<file path="config.mk">
export PLATFORM = sky130hd
export DESIGN_NAME = gpio_bank_ctrl
export DESIGN_NICKNAME = d
export VERILOG_FILES = /design/src/rtl/gpio_ctl_pkg.sv /design/src/rtl/gpio_ctl_decode.sv /design/src/rtl/gpio_ctl_sync.sv /design/src/rtl/gpio_ctl_bank.sv /design/src/rtl/gpio_bank_ctrl.sv
export SDC_FILE = /design/constraint.sdc
export NUM_CORES = 2
export LEC_CHECK = 0
export BUFFER_PORTS_ARGS = -buffer_cell sky130_fd_sc_hd__buf_4
export CELL_PAD_IN_SITES_DETAIL_PLACEMENT = 0
export CELL_PAD_IN_SITES_GLOBAL_PLACEMENT = 2
export CORE_MARGIN = 4
export CORE_UTILIZATION = 30
export DETAILED_ROUTE_END_ITERATION = 6
export PLACE_DENSITY = 0.73
export SLEW_MARGIN = 20
export SYNTH_ARGS = -nofsm -noshare
export SYNTH_HDL_FRONTEND = slang
export SYNTH_HIERARCHICAL = 1
export SYNTH_SLANG_ARGS = --single-unit
export TNS_END_PERCENT = 10
</file>
<file path="constraint.sdc">
create_clock -name clk -period 7.91 [get_ports clk]
set_clock_uncertainty 0.2 [all_clocks]
set_input_delay 1.582 -clock clk [delete_from_list [all_inputs] [get_ports clk]]
set_output_delay 1.582 -clock clk [all_outputs]
set_load 0.005 [all_outputs]
</file>
<file path="src/rtl/gpio_ctl_pkg.sv">
package gpio_ctl_pkg;

    localparam int NBANK = 4;
    localparam int BW    = 32;
    localparam int NPIN  = NBANK * BW;

    typedef enum logic [3:0] {
        RK_NONE  = 4'd0,
        RK_LEVEL = 4'd1,
        RK_DIR   = 4'd2,
        RK_SET   = 4'd3,
        RK_CLR   = 4'd4,
        RK_RISE  = 4'd5,
        RK_FALL  = 4'd6,
        RK_STAT  = 4'd7,
        RK_AFLO  = 4'd8,
        RK_AFHI  = 4'd9
    } reg_kind_e;

    localparam int NKIND = 10;

    typedef struct packed {
        reg_kind_e   kind;
        logic [1:0]  bank;
    } reg_sel_t;

    typedef struct packed {
        logic [BW-1:0] dir;
        logic [BW-1:0] olat;
        logic [BW-1:0] ren;
        logic [BW-1:0] fen;
        logic [BW-1:0] stat;
        logic [BW-1:0] aflo;
        logic [BW-1:0] afhi;
        logic [BW-1:0] lset;
    } bank_view_t;

    // Bank 0 base offset of each per-bank register; banks 0..2 step by 4,
    // bank 3 sits 0x100 above bank 0. Alternate-function registers interleave by 8.
    function automatic logic [11:0] reg_offset(reg_kind_e k, int b);
        logic [11:0] base;
        logic        afr;
        base = 12'h000;
        afr  = 1'b0;
        case (k)
            RK_LEVEL: base = 12'h000;
            RK_DIR:   base = 12'h00C;
            RK_SET:   base = 12'h018;
            RK_CLR:   base = 12'h024;
            RK_RISE:  base = 12'h030;
            RK_FALL:  base = 12'h03C;
            RK_STAT:  base = 12'h048;
            RK_AFLO:  begin base = 12'h054; afr = 1'b1; end
            RK_AFHI:  begin base = 12'h058; afr = 1'b1; end
            default:  base = 12'hFFF;
        endcase
        if (afr)
            return base + 12'(8 * b);
        else if (b == 3)
            return base + 12'h100;
        else
            return base + 12'(4 * b);
    endfunction

    function automatic logic [BW-1:0] wake_mask(int b);
        case (b)
            0:       return 32'h8003_FE1B;
            1:       return 32'h0020_01FC;
            2:       return 32'hEC08_0000;
            default: return 32'h0012_007F;
        endcase
    endfunction

    function automatic logic [BW-1:0] impl_mask(int b, int n);
        logic [BW-1:0] m;
        for (int i = 0; i < BW; i++)
            m[i] = ((b * BW + i) < n);
        return m;
    endfunction

endpackage

</file>
<file path="src/rtl/gpio_ctl_decode.sv">
module gpio_ctl_decode
    import gpio_ctl_pkg::*;
#(
    parameter int ADDR_W = 12
) (
    input  logic [ADDR_W-1:0] addr_i,
    output reg_sel_t          sel_o
);

    localparam logic [ADDR_W-1:0] WINDOW = ADDR_W'(12'h200);

    always_comb begin
        sel_o.kind = RK_NONE;
        sel_o.bank = 2'd0;
        if (addr_i < WINDOW) begin
            for (int k = 1; k < NKIND; k++) begin
                for (int b = 0; b < NBANK; b++) begin
                    if (addr_i == ADDR_W'(reg_offset(reg_kind_e'(4'(k)), b))) begin
                        sel_o.kind = reg_kind_e'(4'(k));
                        sel_o.bank = 2'(b);
                    end
                end
            end
        end
    end

endmodule

</file>
<file path="src/rtl/gpio_ctl_sync.sv">
module gpio_ctl_sync #(
    parameter int WIDTH = 128
) (
    input  logic             clk,
    input  logic             rst_n,
    input  logic [WIDTH-1:0] din_i,
    input  logic [WIDTH-1:0] imask_i,
    output logic [WIDTH-1:0] lvl_o,
    output logic [WIDTH-1:0] chg_o,
    output logic [WIDTH-1:0] rise_o,
    output logic [WIDTH-1:0] fall_o
);

    typedef struct packed {
        logic [WIDTH-1:0] s1;
        logic [WIDTH-1:0] s2;
        logic [WIDTH-1:0] pv;
    } sync_t;

    sync_t s_d, s_q;

    always_comb begin
        s_d    = s_q;
        s_d.s1 = din_i & imask_i;
        s_d.s2 = s_q.s1;
        s_d.pv = s_q.s2;
        lvl_o  = s_q.s2;
        chg_o  = s_q.s2 ^ s_q.pv;
        rise_o = s_q.s2 & ~s_q.pv;
        fall_o = ~s_q.s2 & s_q.pv;
    end

    always_ff @(posedge clk) begin
        if (!rst_n) s_q <= '0;
        else        s_q <= s_d;
    end

endmodule

</file>
<file path="src/rtl/gpio_ctl_bank.sv">
module gpio_ctl_bank
    import gpio_ctl_pkg::*;
#(
    parameter logic [BW-1:0] IMPL = '1,
    parameter logic [BW-1:0] WAKE = '0
) (
    input  logic          clk,
    input  logic          rst_n,
    input  logic          wr_i,
    input  reg_kind_e     kind_i,
    input  logic [BW-1:0] wdata_i,
    input  logic [BW-1:0] lvl_i,
    input  logic [BW-1:0] chg_i,
    input  logic [BW-1:0] rise_i,
    input  logic [BW-1:0] fall_i,
    output bank_view_t    view_o,
    output logic [BW-1:0] rdlvl_o,
    output logic          wake_o
);

    bank_view_t    r_d, r_q;
    logic [BW-1:0] clr_bits;
    logic [BW-1:0] listen;

    always_comb begin
        r_d      = r_q;
        clr_bits = '0;
        if (wr_i) begin
            case (kind_i)
                RK_DIR:  r_d.dir  = wdata_i;
                RK_SET:  begin
                    r_d.olat = r_q.olat | wdata_i;
                    r_d.lset = wdata_i;
                end
                RK_CLR:  r_d.olat = r_q.olat & ~wdata_i;
                RK_RISE: r_d.ren  = wdata_i;
                RK_FALL: r_d.fen  = wdata_i;
                RK_STAT: clr_bits = wdata_i;
                RK_AFLO: r_d.aflo = wdata_i;
                RK_AFHI: r_d.afhi = wdata_i;
                default: ;
            endcase
        end
        listen    = ~r_q.dir & IMPL;
        r_d.stat  = (r_q.stat & ~clr_bits)
                  | (listen & ((rise_i & r_q.ren) | (fall_i & r_q.fen)));
        wake_o    = |(chg_i & listen & WAKE);
        rdlvl_o   = (r_q.olat & r_q.dir) | (lvl_i & ~r_q.dir);
        view_o    = r_q;
    end

    always_ff @(posedge clk) begin
        if (!rst_n) r_q <= '0;
        else        r_q <= r_d;
    end

endmodule

</file>
<file path="src/rtl/gpio_bank_ctrl.sv">
module gpio_bank_ctrl
    import gpio_ctl_pkg::*;
#(
    parameter int NUM_LINES = 128,
    parameter int ADDR_W    = 12
) (
    input  logic              clk,
    input  logic              rst_n,
    input  logic              bus_sel,
    input  logic              bus_wr,
    input  logic [ADDR_W-1:0] bus_addr,
    input  logic [31:0]       bus_wdata,
    output logic [31:0]       bus_rdata,
    input  logic [NPIN-1:0]   pin_in,
    output logic [NPIN-1:0]   pin_out,
    output logic [NPIN-1:0]   pin_oe,
    output logic              irq_pin0,
    output logic              irq_pin1,
    output logic              irq_other,
    output logic              wake_pulse
);

    typedef struct packed {
        logic [31:0] rdata;
        logic        wake;
    } top_t;

    reg_sel_t        dec;
    logic [NPIN-1:0] impl_all;
    logic [NPIN-1:0] lvl, chg, rise, fall;
    bank_view_t      views  [NBANK];
    logic [BW-1:0]   rdlvl  [NBANK];
    logic [NBANK-1:0] wake_hit;
    top_t            t_d, t_q;
    logic            agg;

    gpio_ctl_decode #(.ADDR_W(ADDR_W)) u_dec (
        .addr_i (bus_addr),
        .sel_o  (dec)
    );

    gpio_ctl_sync #(.WIDTH(NPIN)) u_sync (
        .clk     (clk),
        .rst_n   (rst_n),
        .din_i   (pin_in),
        .imask_i (impl_all),
        .lvl_o   (lvl),
        .chg_o   (chg),
        .rise_o  (rise),
        .fall_o  (fall)
    );

    for (genvar b = 0; b < NBANK; b++) begin : g_bank
        localparam logic [BW-1:0] IM = impl_mask(b, NUM_LINES);
        localparam logic [BW-1:0] WM = wake_mask(b);

        assign impl_all[b*BW +: BW] = IM;

        gpio_ctl_bank #(.IMPL(IM), .WAKE(WM)) u_bank (
            .clk     (clk),
            .rst_n   (rst_n),
            .wr_i    (bus_sel && bus_wr && (dec.bank == 2'(b))),
            .kind_i  (dec.kind),
            .wdata_i (bus_wdata),
            .lvl_i   (lvl[b*BW +: BW]),
            .chg_i   (chg[b*BW +: BW]),
            .rise_i  (rise[b*BW +: BW]),
            .fall_i  (fall[b*BW +: BW]),
            .view_o  (views[b]),
            .rdlvl_o (rdlvl[b]),
            .wake_o  (wake_hit[b])
        );

        assign pin_out[b*BW +: BW] = views[b].olat & views[b].dir & IM;
        assign pin_oe[b*BW +: BW]  = views[b].dir & IM;
    end

    always_comb begin
        agg = |views[0].stat[BW-1:2];
        for (int b = 1; b < NBANK; b++)
            agg = agg | (|views[b].stat);
    end

    always_comb begin
        t_d       = t_q;
        t_d.rdata = '0;
        if (bus_sel && !bus_wr) begin
            case (dec.kind)
                RK_LEVEL: t_d.rdata = rdlvl[dec.bank];
                RK_DIR:   t_d.rdata = views[dec.bank].dir;
                RK_SET:   t_d.rdata = views[dec.bank].lset;
                RK_RISE:  t_d.rdata = views[dec.bank].ren;
                RK_FALL:  t_d.rdata = views[dec.bank].fen;
                RK_STAT:  t_d.rdata = views[dec.bank].stat;
                RK_AFLO:  t_d.rdata = views[dec.bank].aflo;
                RK_AFHI:  t_d.rdata = views[dec.bank].afhi;
                default:  t_d.rdata = '0;
            endcase
        end
        t_d.wake = |wake_hit;
    end

    always_ff @(posedge clk) begin
        if (!rst_n) t_q <= '0;
        else        t_q <= t_d;
    end

    assign bus_rdata  = t_q.rdata;
    assign wake_pulse = t_q.wake;
    assign irq_pin0   = views[0].stat[0];
    assign irq_pin1   = views[0].stat[1];
    assign irq_other  = agg;

endmodule

</file>
======== Yosys cells after proc, flatten, opt, wreduce, memory -nomap -nowiden ========
Cells that the tools add are included.
operators by class
  add/sub/neg operators ................... 31
  order comparisons ....................... 2
  equality and inequality tests ........... 48
  multiplexer cells ....................... 105
  bitwise logic cells ..................... 66
  reduce and logical (&&, ||, !) cells .... 43
operators with widths
  operator                                       count
  bitwise AND 32 bit                             30
  two-way mux 12 bit                             51
  binary-select mux 256 bit (select 2 bit)       1
  two-way mux 256 bit                            2
  OR 32 bit                                      16
  equality test 12 bit                           36
  NOT 32 bit                                     9
  bitwise AND 128 bit                            2
  NOT 128 bit                                    2
  case mux 32 bit (2 select lines)               4
  case mux 32 bit (8 select lines)               1
  two-way mux 32 bit                             7
  XOR 117 bit                                    1
  adder 12 x 3 -> 12 bit, second input constant  9
  adder 12 x 4 -> 12 bit, second input constant  9
  adder 12 x 9 -> 12 bit, second input constant  9
  OR reduction 32 bit                            3
  two-way mux 5 bit                              16
  binary-select mux 32 bit (select 2 bit)        1
  AND reduction 2 bit                            29
  two-way mux 6 bit                              9
  adder 12 x 5 -> 12 bit, second input constant  4
  OR reduction 37 bit                            1
  two-way mux 4 bit                              8
  other kinds (19)                               35
word-level totals
  bits in registers ....................... 1,441
  input port bits ......................... 176
  word-level logic and storage cells ...... 332

======== Logic depth before layout (Yosys ltp) ========
  depth after elaboration ................. 47
  depth in mapped cells ................... 18
  gate-level depth less buffers ........... 10

======== By module ========
Netlist, hierarchy kept.
modules (own cells, without submodules)
  module                            times used  cells an instance  area each (um^2)
  gpio_ctl_sync                     1           1,578              15,902.8
  gpio_ctl_bank (g_bank[3].u_bank)  1           1,321              10,909.2
  gpio_ctl_bank (g_bank[1].u_bank)  1           1,321              10,899.2
  gpio_ctl_bank (g_bank[2].u_bank)  1           1,318              10,877.9
  gpio_ctl_bank (g_bank[0].u_bank)  1           1,242              9,922.0
  gpio_bank_ctrl                    1           731                9,482.8
  gpio_ctl_decode                   1           106                643.1

======== Worst setup path after synthesis ========
No wires, ideal clock.
  path type ............................... in2reg
  start ................................... input bus_addr[5]
  end ..................................... register g_bank[0].u_bank.r_q, in the netlist g_bank[0].u_bank/view_o[33]
  library setup time ...................... 132 ps
  arrival time ............................ 4,877 ps
  path slack .............................. 2,701 ps
  stages .................................. 18
  path buffers ............................ 8
  cell sequence ........................... clkbuf_1 -> clkbuf_1 -> nor4b_1 -> a311oi_1 -> nor2_1 -> o311ai_0 -> nand4_1 -> buf_4 -> buf_6 -> buf_4 -> clkbuf_1 -> nor3_1 -> nand2_1 -> or4b_1 -> clkbuf_1 -> buf_2 -> nand2_1 -> a21oi_1
RTL lines
  element                 line                  source
  start: declaration      gpio_bank_ctrl.sv:11  input logic [ADDR_W-1:0] bus_addr,
  end signal: assignment  gpio_ctl_bank.sv:54   else r_q <= r_d;
  end: declaration        gpio_ctl_bank.sv:21   bank_view_t r_d, r_q;

======== Final worst setup path ========
  start ................................... register g_bank[0].u_bank.r_q, in the netlist g_bank[0].u_bank/view_o[124]
  end ..................................... output irq_other
on the way
  word-level cells in the longest chain between the ends .. 4
ends and longest elaborated chain
  element                line                  source
  OR reduction 30 bit    gpio_bank_ctrl.sv:79  agg = |views[0].stat[BW-1:2];
  OR 1 bit (3 in a row)  gpio_bank_ctrl.sv:81  agg = agg | (|views[b].stat);
  end: declaration       gpio_bank_ctrl.sv:19  output logic irq_other,
No other way between the ends.

==> impl_metrics.yaml <==
run_status:
  status: "finished clean"
clock_tree:
  cts_tree: "built"
  clk_latency_ps: 830
  path_clk_slew_ps: 60
  numCtsBuffers: 172
  post-cts-setup-buffer-count: 0
  cts_resized: 0
  cts_buffer_depth: 3
  ctsHoldBuffers: 0
  cts_sinks: 1441
  htree_levels: 4
  clockRootBuffer: "clkbuf_16"
yosys:
  yosysWarnings: 6
  synth_cells: 7526
  syn_area_sq_mm: 0.06830
  syn_area_per_cell_sq_um: 9.075
floorplan:
  coreArea_sq_mm: 0.2255
  die-area_sq_mm: 0.2354
  die-height_microns: 485.1
  dieWidth_microns: 485.1
  rows: 174
  io_pins: 468
  initial_utilization_pct: 30.28
global_route:
  grt_pass1_wl_microns: 464900
  antenna_found_initial: 36
  grt_pass1_vias: 58500
  grt.total_usage_pct: 27.09
  grt_max_degree: 152
  grt_overflow: 0
hold_path:
  min_path_type: "flop to flop"
  holdPathStages: 1
  hold_end: "u_sync/lvl_o[71]"
  hold_start: "u_sync/s_d[199]"
drt:
  viasPerCell: 5.786
  wl_microns: 334400
  drc: 0
  ant_nets: 0
  wire_per_inst_microns: 31.30
  vias: 61830
  first_pass_iters: 6
  drt_iter0_drc: 7457
sta:
  period_minus_slack_ps: 5936
  hold_ws_ps: 213.9
  setup_viol: 0
  rsz0062_at_grt: "no"
  fin_tns_setup_ps: 0
  finalCritPeriodShare_pct: 75.04
  fmax_mhz: 168.5
  drv_slew: 0
  max-slew-margin-rel_pct: 21.09
  worstMarginPinSlew_ps: 1173
  hold_violations: 0
worst_setup_path:
  r2r_start: "u_sync/lvl_o[31]"
  worstPathMaxFanout: 3
  endpoint_kind: "primary output"
  r2r_slack_ps: 4520
  r2r_cells: 8
  crit_path_start: "g_bank[0].u_bank/view_o[124]"
  r2r_end: "wake_pulse"
  crit_required_ps: 6130
  worstPathArrival_ps: 4150
  start_kind: "flop"
  crit_type: "flop to primary output"
placed_design:
  port_buffers: 467
  gp_congestion: 0.8643
  hpwlAfterDp_microns: 207000
  placed_area_sq_mm: 0.07334
power:
  p_leak_nw: 27.87
  vdd_drop_max_mv: 0.1564
  cellPowerDensity_mw_per_mm2: 202.4
cells_and_area:
  design_area_sq_mm: 0.07898
  fin_nets: 7973
  areaGrowthSynthToFinish_pct: 15.64
  drive_gt1_share_pct: 17.58
  final_core_util_pct: 35.02
run:
  max_cap_viol_count: 0
how the worst max path moves through the flow:
stage / endpoint / slack (ps) / cells after the start
final: irq_other / 1970 / 5
after floorplan: g_bank[0].u_bank/view_o[33] / 2700 / 18
after global routing: irq_other / 1870 / 5
after detailed placement: g_bank[1].u_bank/view_o[249] / 1480 / 12
after CTS: irq_other / 2060 / 5
after global placement: g_bank[1].u_bank/view_o[253] / 1490 / 12
critical path, stage by stage (launching register included):
cell	delay, ps
dfxtp_1	460
nor4_1	790
nand4_1	460
nor4_2	900
nand2_1	430
buf_4	270
report_power, final:
part           leakage, nW  total, mW  switching (mW)  internal [mW]
combinational         13.5      0.565           0.409          0.156
clock                 2.74       8.06            3.39           4.67
sequential            11.6       7.36          0.0446           7.31
total                 27.9       16.0            3.84           12.1
layer usage:
| layer | track usage, % | vias up | wire length (microns) |
|---|---|---|---|
| li1 | - | 26450 | - |
| met1 | 37.03 | 30990 | 140600 |
| met2 | 41.24 | 3723 | 146300 |
| met3 | 5.928 | 660 | 33110 |
| met4 | 11.27 | 6 | 14400 |
| met5 | 0 | - | 41 |
registers in the layout, indices dropped and copies added, names as in the netlist, named ones only:
| register | flops |
|---|---|
| wake_pulse | 1 |
| u_sync/s_q | 128 |
| u_sync/lvl_o | 128 |
| g_bank.u_bank/view_o | 896 |
| bus_rdata | 32 |
| u_sync/s_d | 128 |
cells in the final DEF, fill, tap and decap left out, types with 32 or more instances in the layout:
| master | n |
|---|---|
| mux2_2 | 128 |
| and2_1 | 385 |
| buf_4 | 585 |
| a22o_1 | 37 |
| o21ai_1 | 49 |
| o32ai_1 | 101 |
| nand3_1 | 581 |
| clkbuf_8 | 32 |
| clkbuf_1 | 54 |
| conb_1 | 128 |
| a31oi_1 | 45 |
| nor2_1 | 38 |
| dfxtp_1 | 1441 |
| nand3b_1 | 107 |
| nor4_1 | 34 |
| a22oi_1 | 189 |
| mux4_2 | 256 |
| and3_1 | 226 |
| o21a_1 | 36 |
| o21ai_0 | 564 |
| o22ai_1 | 97 |
| nand2_1 | 582 |
| a21oi_1 | 894 |
| ha_1 | 256 |
| clkbuf_16 | 175 |
| inv_1 | 363 |
stage by stage:
stage | setup slack, ps | power (mW) | cells
6_report | 1974 | 15.98 | 10690
5_1_grt | 1868 | 16.42 | 10670
4_1_cts | 2059 | 16.12 | 10660
3_5_place_dp | 1484 | 8.070 | 10360
3_3_place_gp | 1493 | 8.070 | 10360
2_1_floorplan | 2701 | 7.825 | 7653
layout make-up:
cell class / instances / area [sq um]
multi-input combinational: 4952 / 34510
clock buffer: 261 / 5022
clock inverter: 44 / 565.5
inverter: 367 / 1408
tap: 2992 / 3744
fill: 23050 / 146600
antenna: 21 / 52.55
timing repair buffer: 607 / 4833
sequential: 1441 / 28850
No activity file was read; power rests on OpenSTA's default activity.
